$ cat src/rtl/mbox_pkg.sv
package mbox_pkg;
   localparam int REG_AW = 12;
   localparam logic [REG_AW-1:0] OFS_REV    = 12'h000;
   localparam logic [REG_AW-1:0] OFS_CFG    = 12'h010;
   localparam logic [REG_AW-1:0] OFS_STAT   = 12'h014;
   localparam logic [REG_AW-1:0] OFS_MSG    = 12'h040;
   localparam logic [REG_AW-1:0] OFS_FULL   = 12'h080;
   localparam logic [REG_AW-1:0] OFS_LEVEL  = 12'h0C0;
   localparam logic [REG_AW-1:0] OFS_EVT    = 12'h100;
   localparam int BIT_AUTOIDLE = 0;
   localparam int BIT_SRST     = 1;

   typedef enum logic [1:0] {
      IDLE_FORCED = 2'd0,
      IDLE_NEVER  = 2'd1,
      IDLE_SMART  = 2'd2,
      IDLE_RSVD   = 2'd3
   } idle_mode_e;

   typedef struct packed {
      idle_mode_e idle;
      logic       autoidle;
   } cfg_t;
endpackage

$ cat src/rtl/mbox_fifo.sv
module mbox_fifo #(
   parameter int W     = 32,
   parameter int DEPTH = 4
) (
   input  logic                         clk,
   input  logic                         rst_n,
   input  logic                         flush,
   input  logic                         push,
   input  logic                         pop,
   input  logic [W-1:0]                 wdata,
   output logic [W-1:0]                 head,
   output logic [$clog2(DEPTH+1)-1:0]   level,
   output logic                         full,
   output logic                         push_ok,
   output logic                         pop_from_full
);
   localparam int PW = (DEPTH > 1) ? $clog2(DEPTH) : 1;
   localparam int CW = $clog2(DEPTH+1);

   logic [W-1:0]  store [DEPTH];
   logic [PW-1:0] wp, rp;
   logic          pop_ok;

   function automatic logic [PW-1:0] nxt(input logic [PW-1:0] p);
      return (p == PW'(DEPTH-1)) ? '0 : p + 1'b1;
   endfunction

   assign full          = (level == CW'(DEPTH));
   assign push_ok       = push & ~full & ~flush;
   assign pop_ok        = pop & (level != '0) & ~flush;
   assign pop_from_full = pop_ok & full;
   assign head          = (level != '0) ? store[rp] : '0;

   always_ff @(posedge clk) begin
      if (push_ok) store[wp] <= wdata;
   end

   always_ff @(posedge clk) begin
      if (!rst_n || flush) begin
         wp    <= '0;
         rp    <= '0;
         level <= '0;
      end else begin
         if (push_ok) wp <= nxt(wp);
         if (pop_ok)  rp <= nxt(rp);
         case ({push_ok, pop_ok})
            2'b10:   level <= level + 1'b1;
            2'b01:   level <= level - 1'b1;
            default: level <= level;
         endcase
      end
   end
endmodule

$ cat src/rtl/mbox_user_irq.sv
module mbox_user_irq #(
   parameter int EW = 8
) (
   input  logic          clk,
   input  logic          rst_n,
   input  logic          flush,
   input  logic [EW-1:0] events,
   input  logic          st_wr,
   input  logic          en_wr,
   input  logic [EW-1:0] wdata,
   output logic [EW-1:0] status,
   output logic [EW-1:0] enable,
   output logic          irq
);
   logic [EW-1:0] ack;

   assign ack = st_wr ? wdata : '0;
   assign irq = |(status & enable);

   always_ff @(posedge clk) begin
      if (!rst_n || flush) begin
         status <= '0;
         enable <= '0;
      end else begin
         status <= (status & ~ack) | events;
         if (en_wr) enable <= wdata;
      end
   end
endmodule

$ cat src/rtl/mbox_srst.sv
module mbox_srst #(
   parameter int CYCLES = 4
) (
   input  logic clk,
   input  logic rst_n,
   input  logic start,
   output logic busy
);
   localparam int CW = $clog2(CYCLES+1);
   logic [CW-1:0] remain;

   assign busy = (remain != '0);

   always_ff @(posedge clk) begin
      if (!rst_n)           remain <= '0;
      else if (busy)        remain <= remain - 1'b1;
      else if (start)       remain <= CW'(CYCLES);
   end
endmodule

$ cat src/rtl/ipc_mailbox.sv
module ipc_mailbox #(
   parameter int NUM_BOXES   = 4,
   parameter int NUM_USERS   = 2,
   parameter int FIFO_DEPTH  = 4,
   parameter int DATA_W      = 32,
   parameter int SRST_CYCLES = 4,
   parameter int REV_MAJOR   = 2,
   parameter int REV_MINOR   = 1
) (
   input  logic                 clk,
   input  logic                 rst_n,
   input  logic                 bus_wr,
   input  logic                 bus_rd,
   input  logic [11:0]          bus_addr,
   input  logic [31:0]          bus_wdata,
   output logic [31:0]          bus_rdata,
   output logic [NUM_USERS-1:0] irq
);
   import mbox_pkg::*;

   localparam int EW = 2 * NUM_BOXES;
   localparam int CW = $clog2(FIFO_DEPTH+1);

   if (NUM_BOXES < 1 || NUM_BOXES > 16) begin : g_bad_boxes
      $error("NUM_BOXES must be 1..16");
   end
   if (NUM_USERS < 1 || NUM_USERS > 32) begin : g_bad_users
      $error("NUM_USERS must be 1..32");
   end
   if (DATA_W != 32) begin : g_bad_width
      $error("DATA_W must equal the 32-bit register bus");
   end
   if (FIFO_DEPTH < 1 || SRST_CYCLES < 1) begin : g_bad_depth
      $error("FIFO_DEPTH and SRST_CYCLES must be positive");
   end

   logic                            rst_busy, wr_en, rd_en, srst_start;
   logic [NUM_BOXES-1:0]            push_vec, pop_vec, fifo_full, push_ok, pop_full;
   logic [NUM_BOXES-1:0][DATA_W-1:0] head_arr;
   logic [NUM_BOXES-1:0][CW-1:0]    cnt_flat;
   logic [EW-1:0]                   events;
   logic [NUM_USERS-1:0]            st_wr, en_wr;
   logic [NUM_USERS-1:0][EW-1:0]    stat_arr, en_arr;
   cfg_t                            cfg_q;

   assign wr_en      = bus_wr & ~rst_busy;
   assign rd_en      = bus_rd & ~bus_wr & ~rst_busy;
   assign srst_start = wr_en && bus_addr == OFS_CFG && bus_wdata[BIT_SRST];

   mbox_srst #(.CYCLES(SRST_CYCLES)) srst_i (
      .clk(clk), .rst_n(rst_n), .start(srst_start), .busy(rst_busy)
   );

   for (genvar m = 0; m < NUM_BOXES; m++) begin : g_box
      localparam logic [11:0] MSG_A = OFS_MSG + 12'(4*m);
      assign push_vec[m] = wr_en && bus_addr == MSG_A;
      assign pop_vec[m]  = rd_en && bus_addr == MSG_A;
      assign events[2*m]   = push_ok[m];
      assign events[2*m+1] = pop_full[m];

      mbox_fifo #(.W(DATA_W), .DEPTH(FIFO_DEPTH)) fifo_i (
         .clk(clk), .rst_n(rst_n), .flush(rst_busy),
         .push(push_vec[m]), .pop(pop_vec[m]), .wdata(bus_wdata),
         .head(head_arr[m]), .level(cnt_flat[m]), .full(fifo_full[m]),
         .push_ok(push_ok[m]), .pop_from_full(pop_full[m])
      );
   end

   for (genvar u = 0; u < NUM_USERS; u++) begin : g_user
      assign st_wr[u] = wr_en && bus_addr == OFS_EVT + 12'(8*u);
      assign en_wr[u] = wr_en && bus_addr == OFS_EVT + 12'(8*u + 4);

      mbox_user_irq #(.EW(EW)) uirq_i (
         .clk(clk), .rst_n(rst_n), .flush(rst_busy), .events(events),
         .st_wr(st_wr[u]), .en_wr(en_wr[u]), .wdata(bus_wdata[EW-1:0]),
         .status(stat_arr[u]), .enable(en_arr[u]), .irq(irq[u])
      );
   end

   always_ff @(posedge clk) begin
      if (!rst_n || srst_start)
         cfg_q <= '0;
      else if (wr_en && bus_addr == OFS_CFG)
         cfg_q <= '{idle: idle_mode_e'(bus_wdata[4:3]), autoidle: bus_wdata[BIT_AUTOIDLE]};
   end

   always_comb begin
      bus_rdata = '0;
      if (bus_rd) begin
         if (bus_addr == OFS_REV)
            bus_rdata = {24'd0, 4'(REV_MAJOR), 4'(REV_MINOR)};
         if (bus_addr == OFS_CFG)
            bus_rdata = {27'd0, cfg_q.idle, 1'b0, rst_busy, cfg_q.autoidle};
         if (bus_addr == OFS_STAT)
            bus_rdata = {31'd0, ~rst_busy};
         for (int m = 0; m < NUM_BOXES; m++) begin
            if (bus_addr == OFS_MSG + 12'(4*m))
               bus_rdata = rst_busy ? '0 : head_arr[m];
            if (bus_addr == OFS_FULL + 12'(4*m))
               bus_rdata = {31'd0, fifo_full[m]};
            if (bus_addr == OFS_LEVEL + 12'(4*m))
               bus_rdata = 32'(cnt_flat[m]);
         end
         for (int u = 0; u < NUM_USERS; u++) begin
            if (bus_addr == OFS_EVT + 12'(8*u))
               bus_rdata = 32'(stat_arr[u]);
            if (bus_addr == OFS_EVT + 12'(8*u + 4))
               bus_rdata = 32'(en_arr[u]);
         end
      end
   end
endmodule

$ cat config.mk
export PLATFORM = sky130hd
export DESIGN_NAME = ipc_mailbox
export DESIGN_NICKNAME = d
export VERILOG_FILES = /design/src/rtl/mbox_pkg.sv /design/src/rtl/mbox_fifo.sv /design/src/rtl/mbox_user_irq.sv /design/src/rtl/mbox_srst.sv /design/src/rtl/ipc_mailbox.sv
export SDC_FILE = /design/constraint.sdc
export NUM_CORES = 1
export LEC_CHECK = 0
export BUFFER_PORTS_ARGS = -buffer_cell sky130_fd_sc_hd__buf_2
export CAP_MARGIN = 10
export CORE_AREA = 2 2 252 279
export DETAILED_ROUTE_END_ITERATION = 6
export DIE_AREA = 0 0 254 281
export PLACE_DENSITY = 0.59
export SLEW_MARGIN = 15
export SYNTH_ARGS = -nofsm -noshare
export SYNTH_HDL_FRONTEND = slang
export SYNTH_SLANG_ARGS = --single-unit
$ cat constraint.sdc
create_clock -name clk -period 7.8 [get_ports clk]
set_input_delay 1.56 -clock clk [delete_from_list [all_inputs] [get_ports clk]]
set_output_delay 1.56 -clock clk [all_outputs]
set_load 0.01 [all_outputs]
; ---- After elaboration in Yosys (flattened, before gate mapping)
; Memories as Yosys holds them, arrays and structs flattened. A register that Yosys moved wholly into a read port is not among the register bits.
; Cells that the tools add are included.
[classes]
n_addsub = 17
eq_ne = 38
n_mux = 60
n_bitwise = 37
reduce_logical = 30
[op_table]
columns = operator, n
row1 = two-way mux 32 bit, 27
row2 = == test 12 x 8 -> 1 bit (second input constant), 8
row3 = == test 12 x 7 -> 1 bit (second input constant), 4
row4 = == test 12 x 9 -> 1 bit (second input constant), 4
row5 = bitwise AND 8 bit, 4
row6 = two-way mux 2 bit, 16
row7 = == test 12 x 5 -> 1 bit (second input constant), 2
row8 = == test 2 bit (second input constant), 12
row9 = case mux 3 bit (2 select lines), 4
row10 = bitwise AND 1 bit, 23
row11 = adder 2 x 1 -> 2 bit (second input constant), 8
row12 = two-way mux 8 bit, 2
row13 = NOT 8 bit, 2
row14 = bitwise OR 8 bit, 2
row15 = OR reduction 8 bit, 2
row16 = nonzero test 3 bit, 5
row17 = subtractor 3 x 1 -> 3 bit (second input constant), 5
row18 = logical AND 1 bit, 14
row19 = adder 3 x 1 -> 3 bit (second input constant), 4
row20 = == test 3 bit (second input constant), 4
row21 = logical NOT 12 bit, 1
row22 = nonzero test 2 bit, 5
row23 = == test 2 x 1 -> 1 bit (second input constant), 4
row24 = two-way mux 1 bit, 8
row25 = 5 further kinds, 12
[totals]
register_bits = 66
ramBits = 512
out_inout_bits = 34
mem_count = 4
[mem_list]
columns = memory, depth, word_bits, rd, rd_clocked_by_memory_dff, write_ports, line
row1 = g_box[0].fifo_i.store, 4, 32, 1, 1, 1, mbox_fifo.sv:20  ; logic [W-1:0] store [DEPTH];
row2 = g_box[1].fifo_i.store, 4, 32, 1, 1, 1, mbox_fifo.sv:20
row3 = g_box[2].fifo_i.store, 4, 32, 1, 1, 1, mbox_fifo.sv:20
row4 = g_box[3].fifo_i.store, 4, 32, 1, 1, 1, mbox_fifo.sv:20

; ---- Logic depth before layout (Yosys ltp)
[logic_depth]
ltp_word = 21
depth_mapped = 14

; ---- Cells and area by module
; A second synthesis with hierarchy kept.
[unflattened]
hier_cells = 1511
area_unflattened_um2 = 24832.6
[modules_own_cells]
columns = mod, n_inst, cells_each, area_each_um2
row1 = mbox_fifo, 4, 260, 5326.4
row2 = ipc_mailbox, 1, 344, 2105.8
row3 = mbox_user_irq, 2, 56, 639.4
row4 = mbox_srst, 1, 15, 142.6

; ---- Worst setup path before layout
; OpenSTA, ideal clock, no wires.
[synth_path]
kind = input to output
start = input bus_addr[1]
end = output bus_rdata[5]
t_arrival_ns = 3.333
t_required_ns = 6.240
path_slack_ns = 2.907
stages = 8
n_path_buf = 2
path_cell_list = buf_2 or4b_1 buf_2 nor3_4 o21ai_1 a221oi_1 o21ai_1 a221oi_2
[synth_between]
elab_chain_len = 21
[synth_lines]
columns = item, line
row1 = start: declaration, ipc_mailbox.sv:14  ; input logic [11:0] bus_addr,
row2 = logical NOT 12 bit, ipc_mailbox.sv:90  ; if (bus_addr == OFS_REV)
row3 = two-way mux 6 bit, ipc_mailbox.sv:90
row4 = two-way mux 32 bit, ipc_mailbox.sv:92  ; if (bus_addr == OFS_CFG)
row5 = two-way mux 32 bit, ipc_mailbox.sv:94  ; if (bus_addr == OFS_STAT)
row6 = two-way mux 32 bit, ipc_mailbox.sv:97  ; if (bus_addr == OFS_MSG + 12'(4*m))
row7 = two-way mux 32 bit, ipc_mailbox.sv:99  ; if (bus_addr == OFS_FULL + 12'(4*m))
row8 = two-way mux 32 bit, ipc_mailbox.sv:101  ; if (bus_addr == OFS_LEVEL + 12'(4*m))
row9 = two-way mux 32 bit, ipc_mailbox.sv:97
row10 = (+5 left out), n/a
row11 = two-way mux 32 bit, ipc_mailbox.sv:97
row12 = two-way mux 32 bit, ipc_mailbox.sv:99
row13 = two-way mux 32 bit, ipc_mailbox.sv:101
row14 = two-way mux 32 bit, ipc_mailbox.sv:105  ; if (bus_addr == OFS_EVT + 12'(8*u))
row15 = two-way mux 32 bit, ipc_mailbox.sv:107  ; if (bus_addr == OFS_EVT + 12'(8*u + 4))
row16 = two-way mux 32 bit, ipc_mailbox.sv:105
row17 = two-way mux 32 bit *, ipc_mailbox.sv:107
row18 = two-way mux 32 bit *, ipc_mailbox.sv:89  ; if (bus_rd) begin
row19 = end: declaration, ipc_mailbox.sv:16  ; output logic [31:0] bus_rdata,
; Mark *: on every way between the ends. The rest lies on a longest branch, timed or not.

; ---- Worst setup path in the final report
[layout_path]
start = input bus_addr[2]
end = output bus_rdata[28]
[layout_between]
elab_chain_len = 19
[layout_lines]
columns = item, line
row1 = == test 12 x 5 -> 1 bit, ipc_mailbox.sv:94
row2 = two-way mux 32 bit, ipc_mailbox.sv:94
row3 = two-way mux 32 bit, ipc_mailbox.sv:97
row4 = two-way mux 32 bit, ipc_mailbox.sv:99
row5 = two-way mux 32 bit, ipc_mailbox.sv:101
row6 = two-way mux 32 bit, ipc_mailbox.sv:97
row7 = two-way mux 32 bit, ipc_mailbox.sv:99
row8 = two-way mux 32 bit, ipc_mailbox.sv:101
row9 = (+3 left out), n/a
row10 = two-way mux 32 bit, ipc_mailbox.sv:97
row11 = two-way mux 32 bit, ipc_mailbox.sv:99
row12 = two-way mux 32 bit, ipc_mailbox.sv:101
row13 = two-way mux 32 bit, ipc_mailbox.sv:105
row14 = two-way mux 32 bit, ipc_mailbox.sv:107
row15 = two-way mux 32 bit, ipc_mailbox.sv:105
row16 = two-way mux 32 bit *, ipc_mailbox.sv:107
row17 = two-way mux 32 bit *, ipc_mailbox.sv:89
; Marked as above.

==> run metrics <==
synthesized area per cell=17.46 um2; r2r setup slk=4640 ps; critical path depth=8; row count=101; Slew @ Worst Pin=1208 ps; grt total ovfl=0; WL/cell=~25 um; Pwr Density=240.2 nW/um2; area grow syn2layout=15.51%; Starting Density=34.67%; Synth area leader=edfxtp_1; I/O Buffers=between 80 and 90; Required @ worst endpoint=about 6200 ps; Critical Path Most Common Cell=buf_2; Synth top cells by count=edfxtp_1, mux4_2, nor2_1, dfxtp_1, nand2_1; largest family of logic cells by synthesized area=multiplexers; largest net degree at the start of global routing=47; sequential-to-total area share from yosys stat=between 70% and 80%; min-delay worst type=reg -> reg; Lkg Pwr=8.732 nW; worst r2r path cells=11; pre-CTS WS=~1400 ps; Hold Crit Start=g_user[0].uirq_i.status[3]; layout cell share with drive strength beyond 1=24.97%; FF-to-FF End=g_box[3].fifo_i.level[2]; Placer Congestion=between 0.8 and 0.9; startpoint types=input pin; max cap viols=0; crit end category=output pin; Unique masters post-synth=about 70; CTS Buf Count=66; FFs w/ async S/R, synth=0%; fin util=40.05%; top cell type's share of synthesized area=64.75%; CP peak stage delay=970 ps; WHS Path Cells=2; post-CTS sizing=0; H-Tree Depth=3; total number of yosys warnings=0; Via Count=between 10k and 15k; post-synthesis simple-gate area fraction=6.655%; Root Buffer=clkbuf_16; Post-Synth XOR/XNOR Area=0.2951%; Die ar.=71370 um2; Crit Reg-Reg Startpoint=srst_i.remain[0]; most numerous cell in the Yosys netlist=edfxtp_1; DRC errors left=0; Hold EP=g_user[0].uirq_i.status[3]; final setup violation count=0; Die Y=281 um; synthesized instance count=1360; clk_skew=19.25 ps; initial antenna violation count=3; top post-synthesis cells by area=edfxtp_1, mux4_2, dfxtp_1; final wirelength=between 60000 and 70000 um; Via density=5.311; Clock Latency Late Sink=600 ps; Crit Path Max Fanout=28; CTS sink cnt=586; chip width=254 um; setup bufs post-CTS=0; kind of critical path=in -> out; Setup TNS Final=0 ps; first-pass iteration count of the detailed router=7; minimum clock period=approximately 6400 ps; Pins Over Slew Limit=0; Post-synth EDFFs=about 510; post-synthesis mux area share=about an eighth; Final Worst Setup Slack=around 1400 ps; Post-Syn Nets=1436; core area=68490 um2; first-pass GRT wire length=88540 um; adder-cell share of the synthesized area=under 10%; VDD IR-drop max=152.1 uV; status=finished, final reports clean; post-layout net count=1546; crit path DAT=between 4000 and 5000 ps; IO Count=82; vias in the first global route=roughly 13k; HPWL Detailed=~36000 um; Final Cycle Share=82.09%; PnR Total Power=0.006589 W; clock tree buffer depth=3; worst-path cell chain=buf_2 > nor4bb_1 > nand3_1 > nor3_4 > buf_4 > a22oi_1 > nor2_1 > buf_2; netlist area before placement=23750 um2; post-route cell area=27430 um2; Main synth FF type=edfxtp_1; Placed Instance Area=25260 um2; Clock Pin Slew Worst Setup and Hold Paths=60 ps; slew margin rel.=19.27%; Buffers & Inverters on Critical Path=3; First DRT Iteration DRCs=1075; GRT Total Usage=17.18%; Final Hold Viols=0; Post-CTS Hold Fix Bufs=0; critical path's slowest cell=nor3_4; Compound-Gate Fraction of Synth Area=5.269%; crit-path leading delay family=simple AND/OR/NAND/NOR gates; Yosys reg bits=586; CTS tree=built; Peak Freq=156.2 MHz; RSZ-0062 raised after global routing=false; post-route ant nets=0
==> area by class of cell <==
type / instances / area, um2
diodes: 2 / 5.005
clock buffers: 85 / 1764
clock inverters: 35 / 396.6
fillers: 6241 / 41060
inverters: 30 / 112.6
multi-input cells: 677 / 6509
flip-flops and latches: 586 / 16870
well taps: 927 / 1160
repair buffers: 109 / 615.6
==> cells in the final DEF, fill, tap and decap left out, types with 9 or more instances in the layout <==
cell type / netlist / routed
and2_2: 0 / 12
inv_1: 29 / 29
mux2i_1: 28 / 28
a22oi_1: 33 / 33
nand2_1: 69 / 68
buf_4: 4 / 28
or3_1: 12 / 12
o21ai_0: 28 / 28
dfxtp_1: 74 / 66
a221o_1: 26 / 26
and3_1: 9 / 9
a21oi_1: 56 / 55
ha_1: 24 / 24
buf_2: 19 / 81
clkinv_1: 0 / 11
clkbuf_16: 0 / 67
mux4_2: 128 / 128
edfxtp_1: 512 / 512
nor2b_1: 30 / 30
nand3_1: 19 / 18
nor3_1: 13 / 13
clkbuf_1: 34 / 16
nor2_1: 87 / 87
==> worst min-delay path, delay by kind of cell (launching register included) <==
kind            cells  cell delay, ps
flops               1             320
compound gates      1              50
simple gates        1              60
==> kinds of logic (layout without fill, tap and decap cells) <==
kind of cell	count (synthesis)	after routing
buffers and inverters	97	259
muxes	157	157
xor gates and xnor gates	8	8
other	0	2
AOI/OAI and AO/OA	182	182
and+or+nand+nor	302	302
DFF	586	586
adders and majority gates	28	28
==> how the worst max path moves through the flow <==
stage	to	from
detailed placement	bus_rdata[28]	bus_addr[2]
floorplan	bus_rdata[5]	bus_addr[1]
finish	bus_rdata[28]	bus_addr[2]
global route	bus_rdata[28]	bus_addr[2]
CTS	bus_rdata[28]	bus_addr[2]
global placement	bus_rdata[30]	bus_addr[2]
==> layer usage <==
metal,track usage [%],wire length (um),vias to the layer above
met5,0,30,-
met4,6.953,2079,4
met1,22.35,25620,6760
met2,27.72,28990,476
met3,4.029,4192,115
li1,-,-,5662
==> where the power goes <==
group          internal, W  switching (W)   total, W
logic            0.0000173      0.0000763  0.0000936
clock network      0.00184        0.00125    0.00309
registers          0.00340   0.0000000414    0.00340
==> stage by stage <==
step,hold slack [ps],cells
finish,480.4,2451
global route,510.2,2450
CTS,477.5,2449
detailed placement,468.7,2329
global placement,459.0,2329
floorplan,444.3,1360
==> sequential cells by signal (all words and copies together) (netlist names), named ones only <==
name	flops
srst_i.remain	3
g_box.fifo_i.rp	8
g_box.fifo_i.store	512
g_box.fifo_i.wp	8
g_user.uirq_i.enable	16
g_user.uirq_i.status	16
cfg_q	3
g_box.fifo_i.level	12
Note: power is estimated with default switching activity, not from simulation.
